<file path="src/rtl/mfp_wb_table.sv">
module mfp_wb_table #(
  parameter int DEPTH = 28,
  parameter int RW    = 5,
  parameter int IW    = 5
) (
  input  logic          clk,
  input  logic          rst_n,
  input  logic          ins_en,
  input  logic [IW-1:0] ins_idx,
  input  logic [RW-1:0] ins_dst,
  input  logic [IW-1:0] ins_rdy,
  output logic          occ   [DEPTH],
  output logic [RW-1:0] s_dst [DEPTH],
  output logic [IW-1:0] s_rdy [DEPTH]
);
  // slot k holds the write that lands k cycles from now; all slots advance each cycle
  always_ff @(posedge clk) begin
    if (!rst_n) begin
      for (int k = 0; k < DEPTH; k++) begin
        occ[k]   <= 1'b0;
        s_dst[k] <= '0;
        s_rdy[k] <= '0;
      end
    end else begin
      for (int k = 0; k < DEPTH - 1; k++) begin
        occ[k]   <= occ[k+1];
        s_dst[k] <= s_dst[k+1];
        s_rdy[k] <= s_rdy[k+1];
      end
      occ[DEPTH-1]   <= 1'b0;
      s_dst[DEPTH-1] <= '0;
      s_rdy[DEPTH-1] <= '0;
      if (ins_en) begin
        occ[ins_idx]   <= 1'b1;
        s_dst[ins_idx] <= ins_dst;
        s_rdy[ins_idx] <= ins_rdy;
      end
    end
  end

  // a new write never lands on a write-back cycle that is already claimed
  assert_port_single_R3: assert property (@(posedge clk) disable iff (!rst_n)
    ins_en |-> !occ[ins_idx + IW'(1)]);
endmodule

</file>
<file path="config.mk">
export PLATFORM = sky130hd
export DESIGN_NAME = mfp_wb_table
export DESIGN_NICKNAME = d
export VERILOG_FILES = /design/src/rtl/mfp_wb_table.sv
export SDC_FILE = /design/constraint.sdc
export NUM_CORES = 1
export LEC_CHECK = 0
export ABC_AREA = 1
export BUFFER_PORTS_ARGS = -buffer_cell sky130_fd_sc_hd__buf_2
export CORE_ASPECT_RATIO = 0.5
export CORE_MARGIN = 2
export CORE_UTILIZATION = 56
export DETAILED_ROUTE_END_ITERATION = 6
export PLACE_DENSITY = 0.84
export SYNTH_ARGS = -nofsm -noshare
export SYNTH_HDL_FRONTEND = slang
export SYNTH_SLANG_ARGS = --single-unit
</file>
<file path="constraint.sdc">
create_clock -name clk -period 2.6 [get_ports clk]
set_input_delay 0.26 -clock clk [delete_from_list [all_inputs] [get_ports clk]]
set_output_delay 0.26 -clock clk [all_outputs]
set_load 0.1 [all_outputs]
</file>
# Word-level counts from Yosys, hierarchy flattened
# Index checks and enable logic that the tools add are counted.
[word_totals]
latchBits = 0
memories = 0
mem_bits_ro = 0
regBits = 308
mem_bits_rw = 0
inputBits = 18
[op_classes]
eq_ne = 0
n_mul = 0
n_mux = 9
n_addsub = 0
bitwise_logic = 2
div_mod_pow = 0
reduce_logical = 2
n_lt_le_gt_ge = 2
shifts = 0
[op_table]
columns = ["operator", "count"]
rows = [
  ["bitwise mux 140 bit", 2],
  ["two-way mux 140 bit", 2],
  ["two-way mux 28 bit", 1],
  ["OR 28 bit", 1],
  ["demux 5 bit (select 5 bit)", 1],
  [">= comparator 6 bit, second input constant", 1],
  ["< comparator 6 x 1 -> 1 bit, second input constant", 1],
  ["inverter 5 -> 6 bit", 1],
  ["demux 1 bit (select 5 bit)", 1],
  ["two-way mux 5 bit", 1],
  ["AND reduction 2 bit", 1],
  ["logical AND 1 bit", 1],
  ["two-way mux 1 bit", 1],
]

# Logic depth before layout (Yosys ltp)
[depth]
ltp_word = 7
ltp_mapped = 8

# Least setup slack after synthesis
# OpenSTA, ideal clock, no wires.
[synth_timing]
kind = "input to register"
from = "input port ins_idx[4]"
to = "register s_dst[100] (netlist bit)"
arrival_ns = 1.113
slack_ns = 1.370
setup_ns = 0.117
required_ns = 2.483
stages = 8
path_buffers = 2
path_cell_list = "buf_2 nor2_2 nand2_1 nor2_1 buf_2 nand2_1 nand2_1 nor2_1"
[synth_between]
elab_chain_cells = 7
[synth_rtl]
columns = ["element", "line_no", "rtl"]
rows = [
  ["from (decl)", "9", "input logic [IW-1:0] ins_idx,"],
  ["inverter 5 -> 6 bit (implied by the code) (*)", "35", "s_dst[ins_idx] <= ins_dst;"],
  [">= comparator 6 bit (implied by the code) / < comparator 6 x 1 -> 1 bit (equally long branches)", "35", ""],
  ["logical AND 1 bit (implied by the code)", "35", ""],
  ["two-way mux 5 bit (implied by the code)", "35", ""],
  ["demux 5 bit (select 5 bit) (*)", "35", ""],
  ["bitwise mux 140 bit (*)", "35", ""],
  ["two-way mux 140 bit (*)", "33", "if (ins_en) begin"],
  ["to (signal, indexed assignment)", "27", "s_dst[k] <= s_dst[k+1];"],
  ["to (signal, indexed assignment)", "35", ""],
  ["to (decl)", "13", "output logic [RW-1:0] s_dst [DEPTH],"],
]
# Mark *: on every way between the ends. The rest lies on a longest branch, timed or not.
# A chain may end at the register's enable or synchronous reset.

# Worst setup path after layout
[layout_timing]
from = "register s_rdy[116] (netlist bit)"
to = "output port s_rdy[116] (netlist bit)"
[layout_rtl]
columns = ["element", "line_no", "rtl"]
rows = [
  ["from (decl)", "14", "output logic [IW-1:0] s_rdy [DEPTH]"],
  ["from (signal, indexed assignment)", "28", "s_rdy[k] <= s_rdy[k+1];"],
  ["from (signal, indexed assignment)", "36", "s_rdy[ins_idx] <= ins_rdy;"],
]
# No word-level cell between the ends.

==> flow_metrics.env <==
export IMPL_status="complete, no violations"
export IMPL_timing_fmax_mhz=608
export IMPL_setup_violations=0
export IMPL_synth_net_count=1645
export IMPL_min_to="s_rdy[55]"
export IMPL_dieHeight_um=105
export IMPL_worst_skew_pair_late_latency_ns=0.54
export IMPL_grt_first_pass_wirelength_um=51900
export IMPL_final_min_period_over_clock_period_pct=63.3
export IMPL_path_class="register to output port"
export IMPL_cp_startpoint="s_rdy[116]"
export IMPL_critical_path_buf_inv_count=1
export IMPL_remaining_drc_errors=0
export IMPL_critical_path_endpoint_type="output port"
export IMPL_htree_num_levels=1
export IMPL_slowest_delay_ns=0.46
export IMPL_r2r_end="s_rdy[130]"
export IMPL_hp_class="input port to register"
export IMPL_proportion_of_synthesized_chip_area_in_sequential_cells_pct=54.2
export IMPL_coreArea_um2=19700
export IMPL_place_gp_congestion=0.903
export IMPL_post_cts_resized=0
export IMPL_residual_overflow_from_global_routing=0
export IMPL_critical_path_cell_sequence="buf_2"
export IMPL_critPathTopFamily="buffers and inverters"
export IMPL_critical_path_slowest_cell="sky130_fd_sc_hd__buf_2"
export IMPL_leakage_uw=0.00683
export IMPL_drt_vias_per_instance=5.00
export IMPL_worst_hold_path_num_cells=5
export IMPL_worst_ep_arrival_ns=1.39
export IMPL_rsz_0062_raised_after_global_routing="false"
export IMPL_post_synth_cell_area_avg_um2=7.00
export IMPL_via_count_of_the_first_global_routing_pass=9681
export IMPL_pin_count=326
export IMPL_dieWidth_um=206
export IMPL_ir_worst_vdd_uv=554
export IMPL_cts_hold_buf=0
export IMPL_worst_r2r_startpoint="s_rdy[125]"
export IMPL_post_route_cells_drive_above_1_share_pct=22.1
export IMPL_drt_pass_1_iters=5
export IMPL_min_from="ins_idx[1]"
export IMPL_drt_antenna_violating_nets=0
export IMPL_grt_start_max_net_pins=88
export IMPL_finalWirelength_um=33700
export IMPL_clock_tree_root_cell="sky130_fd_sc_hd__clkbuf_16"
export IMPL_synthToLayoutAreaGrowth_pct=21.8
export IMPL_groute_usage_overall_pct=30.4
export IMPL_fill_cells=1607
export IMPL_clock_path_buffers=3
export IMPL_maximum_clock_skew_at_final_layout_ns=0.0170
export IMPL_initial_detailed_routing_violation_count=924
export IMPL_clk_pin_slew_ns=0.07
export IMPL_synth_cell_area_um2=11400
export IMPL_finalHoldViolations=0
export IMPL_start_util_pct=57.8
export IMPL_worst_margin_pin_slew_ns=0.807
export IMPL_place_hpwl_um=22500
export IMPL_setup_slack_of_the_worst_register_to_register_path_ns=1.94
export IMPL_max_transition_viols_final=0
export IMPL_worst_endpoint_required_ns=2.34
export IMPL_clock_sinks=308
export IMPL_count_of_inserted_antenna_diode_cells=0
export IMPL_synthesis_yosys_warnings=0
export IMPL_post_cts_buffers=0
export IMPL_antenna_violations_before_repair=0
export IMPL_number_of_cells_on_the_worst_reg_to_reg_path=2
export IMPL_syn_instance_count=1627
export IMPL_maxCapViolations=0
export IMPL_io_buffers=325
export IMPL_maxSlewHeadroom_pct=46.0
export IMPL_routed_via_count=10900
export IMPL_final_util_pct=70.5
export IMPL_cellPowerDensity_nw_per_um2=698
export IMPL_synth_seq_cells=308
export IMPL_tritoncts_num_buffers=26
export IMPL_totalNegativeSetupSlack_ns=0
export IMPL_netlist_cell_type_count=13
export IMPL_cts_tree="done"
export IMPL_wire_per_inst_um=15.5
export IMPL_finish_net_count=1915
export IMPL_finalWorstPathRequiredPeriod_ns=1.65
export IMPL_row_count=36
export IMPL_hold_ws_ns=0.185
export IMPL_timing_critical_path_from_type="register"
export IMPL_maximum_fanout_count_along_the_critical_path=2
export IMPL_fp_dieArea_um2=21600
## synth_stat cells
cell type	instances	share of area [%]
sky130_fd_sc_hd__buf_2	28	1.2
sky130_fd_sc_hd__nand3_2	4	0.35
sky130_fd_sc_hd__buf_1	36	1.2
sky130_fd_sc_hd__clkbuf_1	14	0.46
sky130_fd_sc_hd__nor2_1	620	20
sky130_fd_sc_hd__nand3_1	46	2.0
sky130_fd_sc_hd__clkinv_1	1	0.033
sky130_fd_sc_hd__inv_1	7	0.23
sky130_fd_sc_hd__dfxtp_1	308	54
sky130_fd_sc_hd__nor2_2	15	0.82
sky130_fd_sc_hd__buf_4	30	2.0
sky130_fd_sc_hd__nand2_1	505	17
sky130_fd_sc_hd__inv_2	13	0.43
## layout make-up
class                           count  area [um2]  area share [%]
Inverter                           21        78.8           0.568
Tap cell                          266         333            2.40
Sequential cell                   308        6170            44.5
Clock buffer                       35         746            5.38
Clock inverter                      9         105           0.758
Timing Repair Buffer              350        1850            13.3
Multi-Input combinational cell   1190        4590            33.1
## metrics by stage
| step | cells | total power (uW) | instance area (um2) | worst slack, ns |
|---|---|---|---|---|
| after floorplan | 1627 | 5660 | 11400 | 1.37 |
| after global placement | 2135 | 5840 | 13000 | 0.881 |
| after detailed placement | 2135 | 5850 | 13000 | 0.792 |
| after CTS | 2179 | 9700 | 13900 | 0.950 |
| after global routing | 2179 | 9970 | 13900 | 0.917 |
| final | 2179 | 9680 | 13900 | 0.954 |
## kinds of logic (layout without fill, tap and decap cells)
| kind of cell | after synthesis | in the layout | share of synthesized area, % |
|---|---|---|---|
| buf+inv | 129 | 415 | 5.55 |
| flops | 308 | 308 | 54.2 |
| simple gates | 1190 | 1190 | 40.3 |
## where the power goes
group | switching (uW) | total (uW) | internal [uW]
clock network | 1730 | 3940 | 2210
logic | 780 | 937 | 158
registers | 35.9 | 4810 | 4770
## worst max-delay path by stage
stage,endpoint,slack (ns),cells after the start
6_report,s_rdy[116],0.95,1
5_1_grt,s_rdy[116],0.92,1
4_1_cts,s_rdy[116],0.95,1
3_5_place_dp,s_dst[92],0.79,7
3_3_place_gp,s_rdy[92],0.88,7
2_1_floorplan,s_dst[100],1.37,8
## layout by cell type (no fill, tap or decap)
cell                           n
sky130_fd_sc_hd__inv_1         7
sky130_fd_sc_hd__clkbuf_16    27
sky130_fd_sc_hd__nor2_4        1
sky130_fd_sc_hd__bufinv_16     2
sky130_fd_sc_hd__nor2_1      619
sky130_fd_sc_hd__nand3_1      46
sky130_fd_sc_hd__buf_4        23
sky130_fd_sc_hd__nand3_2       4
sky130_fd_sc_hd__buf_2       324
sky130_fd_sc_hd__clkinv_1      1
sky130_fd_sc_hd__buf_12        2
sky130_fd_sc_hd__clkinv_2      3
sky130_fd_sc_hd__clkbuf_1      4
sky130_fd_sc_hd__clkbuf_8      5
sky130_fd_sc_hd__nor2_2       15
sky130_fd_sc_hd__dfxtp_1     308
sky130_fd_sc_hd__nand2_1     505
sky130_fd_sc_hd__clkinvlp_4    4
sky130_fd_sc_hd__inv_2        13
## routing by layer
layer  share of wire (%)  wire length, um  up-vias  track usage [%]
met5                   0                0        -                0
met4                 2.5              830        0             8.22
met3                 9.1             3060       64             7.42
met2                  44            15000      468             48.0
met1                  44            14900     4968             41.6
li1                    -                -     5387                -
## registers in the layout, summed over array words and instances (netlist names)
register  flops
s_dst       140
occ          28
s_rdy       140
Note: power is estimated with default switching activity, not from simulation.
